$ cat config.mk
export PLATFORM = sky130hd
export DESIGN_NAME = lbl_egress_filter
export DESIGN_NICKNAME = d
export VERILOG_FILES = /design/src/rtl/lbl_egr_pkg.sv /design/src/rtl/lbl_port_match.sv /design/src/rtl/lbl_dest_select.sv /design/src/rtl/lbl_egress_filter.sv
export SDC_FILE = /design/constraint.sdc
export NUM_CORES = 1
export LEC_CHECK = 0
export BUFFER_PORTS_ARGS = -buffer_cell sky130_fd_sc_hd__buf_2
export CAP_MARGIN = 20
export CORE_AREA = 2 2 275 277
export CTS_BUF_LIST = sky130_fd_sc_hd__clkbuf_2
export DETAILED_ROUTE_END_ITERATION = 10
export DIE_AREA = 0 0 277 279
export GPL_TIMING_DRIVEN = 0
export PLACE_DENSITY = 0.42
export SLEW_MARGIN = 25
export SYNTH_ARGS = -nofsm -noshare
export SYNTH_HDL_FRONTEND = slang
export SYNTH_SLANG_ARGS = --single-unit
$ cat constraint.sdc
create_clock -name clk -period 4.2 [get_ports clk]
set_clock_uncertainty 0.2 [all_clocks]
set_input_delay 0.21 -clock clk [delete_from_list [all_inputs] [get_ports clk]]
set_output_delay 0.21 -clock clk [all_outputs]
set_load 0.03 [all_outputs]
$ cat src/rtl/lbl_egr_pkg.sv
package lbl_egr_pkg;
    localparam int LBL_W = 24;
    localparam int VID_W = 12;
    localparam int TAG_W = 4;

    typedef enum logic {
        LK_VLAN = 1'b0,
        LK_FINE = 1'b1
    } lbl_kind_e;

    typedef struct packed {
        lbl_kind_e          kind;
        logic [LBL_W-1:0]   label;
        logic [TAG_W-1:0]   tag;
        logic               mdest;
        logic               da_group;
        logic               discard;
    } pkt_s;

    typedef struct packed {
        logic               hold;
        logic [VID_W-1:0]   cvlan;
    } port_hit_s;

    function automatic logic [VID_W-1:0] vid_of(input logic [LBL_W-1:0] l);
        return l[VID_W-1:0];
    endfunction

    // Strict isolation: kinds must agree with the port mode; fine labels
    // compare all 24 bits, VLAN labels compare the 12-bit id only.
    function automatic logic slot_match(
        input lbl_kind_e        kind,
        input logic             fine_port,
        input logic             vld,
        input logic [LBL_W-1:0] slot,
        input logic [LBL_W-1:0] lbl
    );
        if (!vld)
            return 1'b0;
        if (fine_port)
            return (kind == LK_FINE) && (slot == lbl);
        return (kind == LK_VLAN) && (vid_of(slot) == vid_of(lbl));
    endfunction
endpackage

$ cat src/rtl/lbl_port_match.sv
module lbl_port_match
    import lbl_egr_pkg::*;
#(
    parameter int SLOTS = 4
) (
    input  pkt_s                    pkt,
    input  logic                    fine_port,
    input  logic [SLOTS-1:0]        slot_vld,
    input  logic [SLOTS*LBL_W-1:0]  slot_lbl,
    input  logic [SLOTS*VID_W-1:0]  slot_map,
    output port_hit_s               hit
);
    logic [SLOTS-1:0] slot_hit;

    for (genvar s = 0; s < SLOTS; s++) begin : g_slot
        assign slot_hit[s] = slot_match(pkt.kind, fine_port, slot_vld[s],
                                        slot_lbl[s*LBL_W +: LBL_W], pkt.label);
    end

    // Walk from the top so the lowest-numbered matching slot is applied last.
    always_comb begin
        hit      = '0;
        hit.hold = |slot_hit;
        for (int s = SLOTS-1; s >= 0; s--) begin
            if (slot_hit[s])
                hit.cvlan = fine_port ? slot_map[s*VID_W +: VID_W] : vid_of(pkt.label);
        end
    end
endmodule

$ cat src/rtl/lbl_dest_select.sv
module lbl_dest_select
    import lbl_egr_pkg::*;
#(
    parameter int NPORTS = 4
) (
    input  pkt_s                pkt,
    input  logic [NPORTS-1:0]   label_mask,
    input  logic [NPORTS-1:0]   da_hit,
    output logic [NPORTS-1:0]   mask,
    output logic                relay
);
    logic [NPORTS-1:0] known;
    logic              unicast_known;

    assign known         = label_mask & da_hit;
    assign unicast_known = !pkt.mdest && !pkt.da_group;

    always_comb begin
        mask  = label_mask;
        relay = pkt.mdest;
        if (unicast_known && (known != '0))
            mask = known;
        if (pkt.discard) begin
            mask  = '0;
            relay = 1'b0;
        end
    end
endmodule

$ cat src/rtl/lbl_egress_filter.sv
module lbl_egress_filter
    import lbl_egr_pkg::*;
#(
    parameter int NPORTS = 4,
    parameter int SLOTS  = 4
) (
    input  logic                            clk,
    input  logic                            rst,
    input  logic                            in_valid,
    input  logic                            in_kind,
    input  logic [23:0]                     in_label,
    input  logic [3:0]                      in_tag,
    input  logic                            in_mdest,
    input  logic                            in_da_group,
    input  logic [NPORTS-1:0]               in_da_hit,
    input  logic                            in_discard,
    input  logic [NPORTS-1:0]               cfg_fine_mode,
    input  logic [NPORTS-1:0]               cfg_strip,
    input  logic [NPORTS*SLOTS-1:0]         cfg_slot_vld,
    input  logic [NPORTS*SLOTS*24-1:0]      cfg_slot_lbl,
    input  logic [NPORTS*SLOTS*12-1:0]      cfg_slot_map,
    output logic                            out_valid,
    output logic [NPORTS-1:0]               out_mask,
    output logic [NPORTS*12-1:0]            out_cvlan,
    output logic [NPORTS-1:0]               out_strip,
    output logic [3:0]                      out_tag,
    output logic                            out_relay
);
    localparam int PORT_LBL_W = SLOTS * LBL_W;
    localparam int PORT_MAP_W = SLOTS * VID_W;

    pkt_s              pkt;
    port_hit_s         hits [NPORTS];
    logic [NPORTS-1:0] label_mask;
    logic [NPORTS-1:0] sel_mask;
    logic              sel_relay;

    assign pkt.kind     = lbl_kind_e'(in_kind);
    assign pkt.label    = in_label;
    assign pkt.tag      = in_tag;
    assign pkt.mdest    = in_mdest;
    assign pkt.da_group = in_da_group;
    assign pkt.discard  = in_discard;

    for (genvar p = 0; p < NPORTS; p++) begin : g_port
        lbl_port_match #(.SLOTS(SLOTS)) match_i (
            .pkt       (pkt),
            .fine_port (cfg_fine_mode[p]),
            .slot_vld  (cfg_slot_vld[p*SLOTS +: SLOTS]),
            .slot_lbl  (cfg_slot_lbl[p*PORT_LBL_W +: PORT_LBL_W]),
            .slot_map  (cfg_slot_map[p*PORT_MAP_W +: PORT_MAP_W]),
            .hit       (hits[p])
        );
        assign label_mask[p] = hits[p].hold;
    end

    lbl_dest_select #(.NPORTS(NPORTS)) sel_i (
        .pkt        (pkt),
        .label_mask (label_mask),
        .da_hit     (in_da_hit),
        .mask       (sel_mask),
        .relay      (sel_relay)
    );

    always_ff @(posedge clk) begin
        if (rst || !in_valid) begin
            out_valid <= 1'b0;
            out_mask  <= '0;
            out_cvlan <= '0;
            out_strip <= '0;
            out_tag   <= '0;
            out_relay <= 1'b0;
        end else begin
            out_valid <= 1'b1;
            out_mask  <= sel_mask;
            out_tag   <= in_tag;
            out_relay <= sel_relay;
            for (int p = 0; p < NPORTS; p++) begin
                out_cvlan[p*VID_W +: VID_W] <= sel_mask[p] ? hits[p].cvlan : '0;
                out_strip[p]                <= sel_mask[p] & cfg_strip[p];
            end
        end
    end
endmodule

### Word level (Yosys, flattened, before mapping)

Cells that the tools add are included.
Widths: inputs -> output; s select.

* input bits: 639
* bits in registers: 62
* latch bits: 0
* memories kept: 0
* RAM bits: 0
* logic and storage cells: 218
* ROM bits: 0

* shift operators: 0
* multipliers: 0
* order comparisons: 0
* eq/ne operators: 32
* reduce and logical (&&, ||, !) cells: 48
* divide/modulo/power cells: 0
* add/sub/neg operators: 0
* bitwise logic cells: 10
* mux-type cells: 119

Operator list (count)
* $eq 24x24->1: 16
* $mux 12: 32
* $eq 12x12->1: 16
* $mux 1: 85
* $logic_and 1x1->1: 34
* $reduce_or 4->1: 4
* $reduce_or 2->1: 5
* $mux 4: 2
* $not 1->1: 5
* $and 1x1->1: 4
* $and 4x4->4: 1
* $reduce_bool 4->1: 1
* $logic_not 1->1: 3
* $logic_or 1x1->1: 1

### Longest topological paths before layout

Gate-level depths: netlist of run 1.

* depth in word-level cells: 13
* gate-level depth with buffers: 11
* depth with buffers taken out: 8

### By module

From an unflattened synthesis of run 1, not the netlist that was laid out.

* cell total of the unflattened synthesis: 1126
* area, all modules: 10047.1 sq um

Modules (own cells, without submodules)
* lbl_port_match: sequential area each 0.0 sq um, times used 4, area each 1988.2 sq um, cells each 243
* lbl_egress_filter: sequential area each 1241.2 sq um, times used 1, area each 1979.4 sq um, cells each 140
* lbl_dest_select: sequential area each 0.0 sq um, times used 1, area each 115.1 sq um, cells each 14

### Worst setup path after synthesis of run 1

Ideal clock, no wire load.

* path kind: in2reg
* from: in in_label[2]
* to: reg out_cvlan[2]
* stages: 10
* arrival time: 2202 ps
* path buffers: 2
* slack: 1678 ps
* path through: buf_6 xnor2_1 nand4_1 or4_4 a2bb2o_4 o41ai_2 and3_1 o311ai_4 buf_6 a21oi_2

* cells in the longest elaborated chain, start to end: 13

RTL lines
* start: declaration: RTL line lbl_egress_filter.sv:11 `input logic [23:0] in_label,`
* $eq 24x24->1: RTL line lbl_egr_pkg.sv:41 `return (kind == LK_FINE) && (slot == lbl);`
* $logic_and 1x1->1: RTL line lbl_egr_pkg.sv:41
* $mux 1: RTL line lbl_egr_pkg.sv:40 `if (fine_port)`
* $mux 1: RTL line lbl_egr_pkg.sv:42 `return (kind == LK_VLAN) && (vid_of(slot) == vid_of(lbl));`
* $mux 1: RTL line lbl_egr_pkg.sv:40
* $reduce_or 4->1: RTL line lbl_port_match.sv:23 `hit.hold = |slot_hit;`
* $and 4x4->4: RTL line lbl_dest_select.sv:15 `assign known = label_mask & da_hit;`
* $reduce_bool 4->1: RTL line lbl_dest_select.sv:21 `if (unicast_known && (known != '0))`
* $logic_and 1x1->1: RTL line lbl_dest_select.sv:21
* $mux 4: RTL line lbl_dest_select.sv:21
* $mux 4: RTL line lbl_dest_select.sv:23 `if (pkt.discard) begin`
* $not 1->1 (no line)
* $reduce_or 2->1 (no line)
* end signal: indexed assignment: RTL line lbl_egress_filter.sv:79 `out_cvlan[p*VID_W +: VID_W] <= sel_mask[p] ? hits[p].cvlan : '0;`
* end: declaration: RTL line lbl_egress_filter.sv:24 `output logic [NPORTS*12-1:0] out_cvlan,`

Several ways; a longest one is shown, not always the timed one.
A chain may end at the register's enable or synchronous reset.

### Worst setup path after layout of run 1

* from: in in_label[20]
* to: reg out_cvlan[12]

The elaborated chain is that of the path after synthesis.

==> impl_metrics.yaml, run 1 <==
run_status:
  status: "finished, final reports clean"
worst_setup_path:
  crit_top_cell: "dlygate4sd3_1"
  startpoint: "in_label[20]"
  cp.arrival_ns: 4.45
  crit_type: "in -> reg"
  cp-end-kind: "flop"
  worstPathCellList: "buf_4 -> buf_8 -> xor2_1 -> nor4_1 -> nand4_1 -> a211oi_1 -> clkbuf_1 -> nand2_1 -> o221ai_1 -> mux2i_1 -> dlygate4sd3_1 -> nor2_1 -> dlygate4sd3_1"
  slowest_delay_ns: 0.68
  crit_slowest_cell: "nor4_1"
  required_ns: 4.59
  path_max_fanout: 10
  critPathLaunchType: "input pin"
clock_tree:
  cts_tree: "yes"
  cts.repair.resized: 0
  cts_buffer_depth: 2
  cts_root_buffer: "clkbuf_2"
  clkTransAtPathRegs_ns: 0.22
  cts_inserted_buffers: 9
  clkSinkCount: 62
  h-tree-depth: 3
power_and_ir_drop:
  p_leak_nw: 6.826
  ir_drop_mv: 0.06521
  powerDensity_nw_per_um2: 134.8
place:
  dp_hpwl_um: 59440
  portBuffers: 676
  dpl-instance-area_um2: 13930
  place_congestion: 0.8708
die:
  core_um2: 74070
  ios: 701
  die_w_um: 277
  dieArea_um2: 77280
  rows: 100
  initial_core_util_pct: 12.45
  die_h_um: 279
logic_synthesis:
  synth_top_family_by_area: "XOR/XNOR gates"
  muxShareOfSynthArea_pct: 8.073
  synthCells: 1153
  netlist_area_um2: 9221
  synth_area_leader_cell: "xnor2_1"
  synth_xor_area_share_pct: 36.47
  synth_compound_area_share_pct: 15.66
  synth_edf_count: 0
  synth_flop_cell: "dfxtp_1"
  yosys.area_share.adder_pct: 0
  yosys-top-cells-count: "xnor2_1 (276), xor2_1 (108), nand2_1 (102), mux2i_1 (71), o21ai_0 (70)"
  yosysTopAreaCellShare_pct: 26.21
  synth.distinct_cells: 54
  async_reset_ff_share_pct: 0
  yosysWarnings: 0
  synth_most_common_cell: "xnor2_1"
  ys_ff_latch: 62
  synthSimpleGateAreaFrac_pct: 17.72
  yosys-top-cells-area: "xnor2_1 (26%), dfxtp_1 (13%), xor2_1 (10%), mux2i_1 (7.7%), buf_6 (4.5%)"
  synth.net_count: 1792
  syn-mean-instance-area_um2: 7.998
  ys_seq_area_share_pct: 13.46
sta:
  fmax_mhz: 246.7
  hold_ws_ns: 0.1073
  report.final.slew_viol_count: 0
  period_needed_ns: 4.053
  final-hold-violation-count: 0
  worst_pin_slew_ns: 0.9699
  finalCritPeriodShare_pct: 96.49
  setup_viol: 0
  rsz0062_at_grt: "no"
  relSlewSlack_pct: 34.63
  totalNegativeSetupSlack_ns: 0
min_path:
  min_path_cells: 5
  min_from: "in_label[10]"
  hp-class: "in -> reg"
drt:
  avgRoutedWirePerCell_um: 23.28
  drc: 0
  num_vias: 11840
  drtAntennaViolNets: 0
  wirelength_um: 68940
  vias_per_cell: 3.998
  drtPass1Iterations: 4
  drt_iter0_drc: 463
global_route:
  grt_pass1_vias: 12550
  grt_pass1_wl_um: 94140
  grt_use_total_pct: 17.30
  grt_overflow: 0
  antenna_found_initial: 20
  grt_max_degree: 11
layout:
  layout-drive-gt1-share_pct: 40.74
  design_area_um2: 15400
  fill_cells: 8508
  finalNetCount: 2622
  finish.utilization_pct: 20.79
  layout-area-overhead-vs-synth_pct: 67.01
flow_run:
  cap_violations: 0
## per-layer routing
layer  vias to the layer above  routed length [um]  share of wire (%)  GRT usage [%]
met5                         -                  62              0.090              0
met4                        10                 976                1.4          2.759
met3                        48                3350                4.9          3.088
met2                       496               35210                 51          32.16
met1                      5603               29350                 43          20.91
li1                       5681                   -                  -              -
## report_power, final
group	leakage, nW	total [mW]	internal (mW)	switching, mW
clock network	0.0592	0.372	0.0778	0.294
registers	0.500	0.593	0.592	0.000485
logic	6.27	1.11	0.565	0.547
total	6.83	2.08	1.23	0.842
## layout make-up
cell class / count / area (um^2) / area share, %
clock buffer: 11 / 55.05 / 0.3575
buffer: 90 / 705.7 / 4.582
clock inverter: 5 / 26.28 / 0.1706
sequential: 62 / 1241 / 8.059
inverter: 23 / 86.33 / 0.5606
tap: 969 / 1212 / 7.872
multi-input combinational: 977 / 7254 / 47.10
antenna: 4 / 10.01 / 0.06499
timing repair buffer: 820 / 4810 / 31.23
## critical path: cells and delay by family
family	cells	cell delay [ns]
compound gates	2	0.53
xor+xnor	1	0.16
mux	1	0.10
buf+inv	5	2.10
simple gates	4	1.32
## timing repair
item                                    4_1_cts  5_1_grt
endpoints found under the setup margin        0        1
hold endpoints to repair                     59        0
hold buffers                                138        0
setup buffers                                 0        0
## sequential cells by signal, summed over array words and instances, names as in the netlist
signal / count
out_strip: 4
out_mask: 4
out_valid: 1
out_tag: 4
out_cvlan: 48
out_relay: 1
## layout by cell type (no fill, tap or decap), types with 5 or more instances in the layout
| cell type | instances |
|---|---|
| o21ai_0 | 70 |
| nor4_1 | 25 |
| dlygate4sd3_1 | 138 |
| a21oi_1 | 16 |
| o41ai_1 | 11 |
| o21ai_1 | 5 |
| buf_2 | 680 |
| buf_4 | 18 |
| inv_1 | 19 |
| a211oi_2 | 8 |
| nand3_1 | 27 |
| nor3b_1 | 11 |
| mux2i_1 | 71 |
| clkbuf_1 | 33 |
| buf_6 | 37 |
| nand4_1 | 53 |
| o2bb2ai_1 | 11 |
| nor2_1 | 59 |
| dfxtp_1 | 62 |
| nand2_1 | 102 |
| xnor2_1 | 276 |
| a21oi_2 | 9 |
| a211oi_1 | 6 |
| xor2_1 | 108 |
| o221ai_1 | 22 |
| and2_1 | 6 |
| o21a_1 | 7 |
| nor3_1 | 12 |
| nor4_2 | 11 |
| clkbuf_2 | 12 |
## stage by stage
step | instances | setup WS, ns | total power [mW]
after floorplan | 1153 | 1.678 | 1.127
after global placement | 2798 | -1.053 | 1.653
after detailed placement | 2804 | -0.2303 | 1.662
after CTS | 2958 | 0.06986 | 2.141
after global routing | 2960 | 0.08720 | 2.231
final | 2961 | 0.1473 | 2.076
## cells by family (layout without fill, tap and decap cells)
| kind of cell | after synthesis | in the layout |
|---|---|---|
| XOR/XNOR | 384 | 384 |
| other | 0 | 4 |
| multiplexers | 74 | 74 |
| buffers and inverters | 114 | 949 |
| flip-flops | 62 | 62 |
| AND/OR/NAND/NOR | 326 | 326 |
| AO/OA/AOI/OAI | 193 | 193 |
## final timing paths
kind,to
hold / removal,out_cvlan[34]
setup / recovery,out_cvlan[12]
Power figures use the tool's default switching activity.
==> inputs of run 2 (changes only) <==
- CORE_AREA: 2 2 275 277 -> 2 2 271 273
- CTS_CLUSTER_SIZE: default -> 16
- DIE_AREA: 0 0 277 279 -> 0 0 273 275
- PLACE_DENSITY: 0.42 -> 0.43
- REMOVE_ABC_BUFFERS: default -> 1
- clock period: 4.2 -> 3.95 ns (I/O delays scaled with it)
==> impl_metrics.yaml, run 2 (synthesized netlist as in run 1, its figures left out) <==
layout:
  final_cell_mix: "buf_2 (699), dlygate4sd3_1 (298), xnor2_1 (275)"
  largest_reg_flops: 48
  finalNetCount: 2730
  final_common_cell: "buf_2"
  largest_register: "out_cvlan"
  design_area_um2: 16660
  layout-area-overhead-vs-synth_pct: 80.68
  final_cells: 3060
  finish.utilization_pct: 23.03
  layout-drive-gt1-share_pct: 38.23
drt:
  wirelength_um: 65660
  drc: 0
  drt_iter0_drc: 551
  num_vias: 12350
  drtPass1Iterations: 4
  vias_per_cell: 4.035
  avgRoutedWirePerCell_um: 21.46
  drtAntennaViolNets: 0
sta:
  fmax_mhz: 265.0
  finalCritPeriodShare_pct: 95.52
  relSlewSlack_pct: 29.30
  final-hold-violation-count: 0
  rsz0062_at_grt: "no"
  period_needed_ns: 3.773
  worst_pin_slew_ns: 1.061
  report.final.slew_viol_count: 0
  setup_viol: 0
  hold_ws_ns: 0.1694
  setup_ws_ns: 0.1768
  totalNegativeSetupSlack_ns: 0
die:
  rows: 99
  ios: 701
  initial_core_util_pct: 12.75
  core_um2: 72340
  dieArea_um2: 75080
  die_h_um: 275
  die_w_um: 273
run_status:
  status: "finished, final reports clean"
place:
  dp_hpwl_um: 51150
  dpl-instance-area_um2: 13490
  place_congestion: 0.8563
  portBuffers: 700
  place_ws_ns: -0.8656
  dp.cells: 2735
power_and_ir_drop:
  p_total_mw: 2.308
  p_leak_nw: 7.308
  ir_drop_mv: 0.1504
  powerDensity_nw_per_um2: 138.5
worst_setup_path:
  required_ns: 4.33
  cp-end-kind: "flop"
  cp.arrival_ns: 4.15
  critPathLaunchType: "input pin"
  crit_type: "in -> reg"
  path_max_fanout: 19
clock_tree:
  cts_root_buffer: "clkbuf_2"
  h-tree-depth: 3
  cts_tree: "yes"
  clkTransAtPathRegs_ns: 0.23
  clkSinkCount: 62
  cts_buffer_depth: 2
  cts_inserted_buffers: 9
global_route:
  grt_pass1_wl_um: 88690
  antenna_found_initial: 11
  grt_max_degree: 32
  grt_overflow: 0
  grt_pass1_vias: 12950
  grt_use_total_pct: 16.68
min_path:
  min_from: "in_valid"
  min_path_cells: 6
  hp-class: "in -> reg"
  hold_end: "out_cvlan[3]"
flow_run:
  cap_violations: 0
-- run 2: changes by cell type in the layout (fill, tap and decap cells not counted), sizes merged --
cell	previous run	this run
dlygate4sd3	138	298
clkinv	4	5
clkinvlp	1	0
diode	4	6
buf	738	716
clkbuf	45	14
-- run 2: power by group --
part           internal [mW]  switching (mW)
registers              0.629        0.000592
clock network         0.0782           0.316
logic                  0.675           0.609
-- run 2: final cells by class --
type                            instances  area, um^2
Fill cell                            8172       55680
Tap cell                              959        1200
Clock inverter                          5       27.53
Multi-Input combinational cell        977        7326
Sequential cell                        62        1241
Antenna cell                            6       15.01
Inverter                               23       86.33
Timing Repair Buffer                 1018        6715
Clock buffer                           10       50.05
-- run 2: per-layer routing --
layer,vias to the layer above,track usage [%],share of wire [%]
met5,-,0,0.11
met4,12,6.931,4.1
met3,109,3.360,6.0
met2,578,30.96,51
met1,5754,18.43,39
li1,5893,-,-
-- run 2: worst max-delay path by stage --
stage / from / slack [ns] / end / cells after the start
2_1_floorplan: cfg_slot_lbl[208] / 1.18 / out_cvlan[34] / 7
3_3_place_gp: in_label[11] / -2.25 / out_cvlan[2] / 9
3_5_place_dp: in_label[8] / -0.87 / out_cvlan[11] / 9
4_1_cts: in_label[8] / 0.02 / out_cvlan[11] / 9
5_1_grt: in_label[4] / 0.05 / out_cvlan[15] / 12
6_report: in_label[11] / 0.18 / out_cvlan[6] / 12
-- run 2: what timing repair did --
item	4_1_cts	5_1_grt
hold buffers	298	0
gates resized for setup	0	7
setup endpoints to repair	0	27
setup buffers	0	5
endpoints found under the hold margin	62	0
-- run 2: worst max-delay path: stages --
cell and delay [ns]:
buf_2 0.77, xnor2_1 0.27, nand3_1 0.38, nor4_2 0.38, buf_4 0.21, o21ai_2 0.21
buf_6 0.24, mux2i_1 0.40, o2bb2ai_1 0.15, dlygate4sd3_1 0.59, o21ai_0 0.22, a21oi_2 0.08
==> inputs of run 3 (changes only) <==
- clock period: 3.95 -> 4.3 ns (I/O delays scaled with it)
==> impl_metrics.yaml, run 3 (synthesized netlist as in run 1, its figures left out) <==
global_route:
  grt_pass1_vias: 12520
  grt-busiest-layer: "met2"
  antenna_found_initial: 11
  grt_use_total_pct: 16.36
  grt_overflow: 0
  grt_max_degree: 32
  grt_pass1_wl_um: 86620
  use_met1_pct: 17.89
  use_met3_pct: 3.971
  globalRouteMet2Util_pct: 30.48
worst_setup_path:
  slowest_delay_ns: 0.88
  crit_slowest_cell: "nor4_1"
  required_ns: 4.75
  crit_type: "in -> reg"
  crit_top_cell: "dlygate4sd3_1"
  critPathLaunchType: "input pin"
  worstPathCellList: "buf_2 -> xnor2_1 -> nand4_1 -> nor4_1 -> a2bb2o_4 -> o211ai_1 -> clkbuf_4 -> o221ai_1 -> mux2i_1 -> dlygate4sd3_1 -> nor2_1 -> dlygate4sd3_1"
  cp-end-kind: "flop"
  cp.arrival_ns: 4.72
  path_max_fanout: 18
die:
  dieArea_um2: 75080
  die_w_um: 273
  ios: 701
  die_h_um: 275
  initial_core_util_pct: 12.75
  rows: 99
  core_um2: 72340
drt:
  avgRoutedWirePerCell_um: 21.64
  drtPass1Iterations: 5
  drt_iter0_drc: 561
  drc: 0
  wirelength_um: 64530
  vias_per_cell: 4.041
  drtAntennaViolNets: 0
  num_vias: 12050
clock_tree:
  cts_tree: "yes"
  clkTransAtPathRegs_ns: 0.21
  cts_root_buffer: "clkbuf_2"
  h-tree-depth: 3
  cts_buffer_depth: 2
  post-cts-setup-buffers: 0
  cts_inserted_buffers: 9
  clkSinkCount: 62
sta:
  fmax_mhz: 233.9
  relSlewSlack_pct: 27.58
  finalCritPeriodShare_pct: 99.43
  worst_pin_slew_ns: 1.086
  totalNegativeSetupSlack_ns: 0
  period_needed_ns: 4.276
  setup_viol: 0
  final-hold-violation-count: 0
  rsz0062_at_grt: "no"
  report.final.slew_viol_count: 0
power_and_ir_drop:
  ir_drop_mv: 0.1379
  p_total_mw: 2.041
  powerDensity_nw_per_um2: 128.5
  p_leak_nw: 7.037
layout:
  largest_register: "out_cvlan"
  largest_reg_flops: 48
  regArea_um2: 1241
  fill_cells: 8277
  finalNetCount: 2653
  final_common_cell: "buf_2"
  final_cell_mix: "buf_2 (695), xnor2_1 (275), dlygate4sd3_1 (226)"
  layout-drive-gt1-share_pct: 39.40
  multi_input_area_um2: 7325
  layout-area-overhead-vs-synth_pct: 72.25
place:
  portBuffers: 700
  dp_hpwl_um: 51150
  place_congestion: 0.8563
min_path:
  hp-class: "in -> reg"
run_status:
  status: "finished, final reports clean"
flow_run:
  cap_violations: 0
[run 3: through the flow]
stage          hold slack [ns]  cells  setup WS, ns  area, um^2  util, %
3_5_place_dp            0.2181   2735       -0.5331       13490    18.65
6_report                0.2247   2982       0.02447       15880    21.96
5_1_grt                 0.1175   2980       0.02097       15880    21.95
3_3_place_gp            0.2158   2721        -1.917       13220    18.27
4_1_cts                0.04940   2976       0.02768       15830    21.88
2_1_floorplan           0.1074   1062         1.514        8513        -
[run 3: layout make-up]
type,count,share of cell area (%)
antenna,5,0.07877
clock buffer,10,0.3151
clock inverter,5,0.1733
inverter,23,0.5435
multi-input combinational,977,46.11
sequential,62,7.814
tap,959,7.554
timing repair buffer,941,37.41
[run 3: timing repair]
| action | in CTS | in global routing |
|---|---|---|
| endpoints found under the setup margin | 0 | 16 |
| endpoints found under the hold margin | 62 | 0 |
| gates resized for setup | 0 | 10 |
| hold buffers | 226 | 0 |
[run 3: worst max-delay path, delay by kind of cell]
family,cells,cell delay (ns)
simple gates,3,1.15
mux,1,0.11
xor+xnor,1,0.31
buf+inv,4,2.23
compound gates,3,0.70
[run 3: power breakdown]
| group | internal [mW] | switching, mW | total [mW] |
|---|---|---|---|
| Sequential | 0.578 | 0.000574 | 0.579 |
| Clock | 0.0719 | 0.286 | 0.358 |
| Combinational | 0.561 | 0.544 | 1.10 |
| Total | 1.21 | 0.830 | 2.04 |
[run 3: worst paths after layout]
kind                              start             to  slack (ns)  depth (start not counted)
worst max-delay path        in_label[9]  out_cvlan[44]        0.02                         12
worst min-delay path  cfg_slot_map[147]  out_cvlan[39]        0.22                          6
[run 3: layer usage]
layer	part of all wire [%]	routed length, um	up-vias
met5	0.12	77	-
met4	3.5	2246	12
met3	7.0	4508	95
met2	51	32630	604
met1	39	25070	5605
li1	-	-	5735
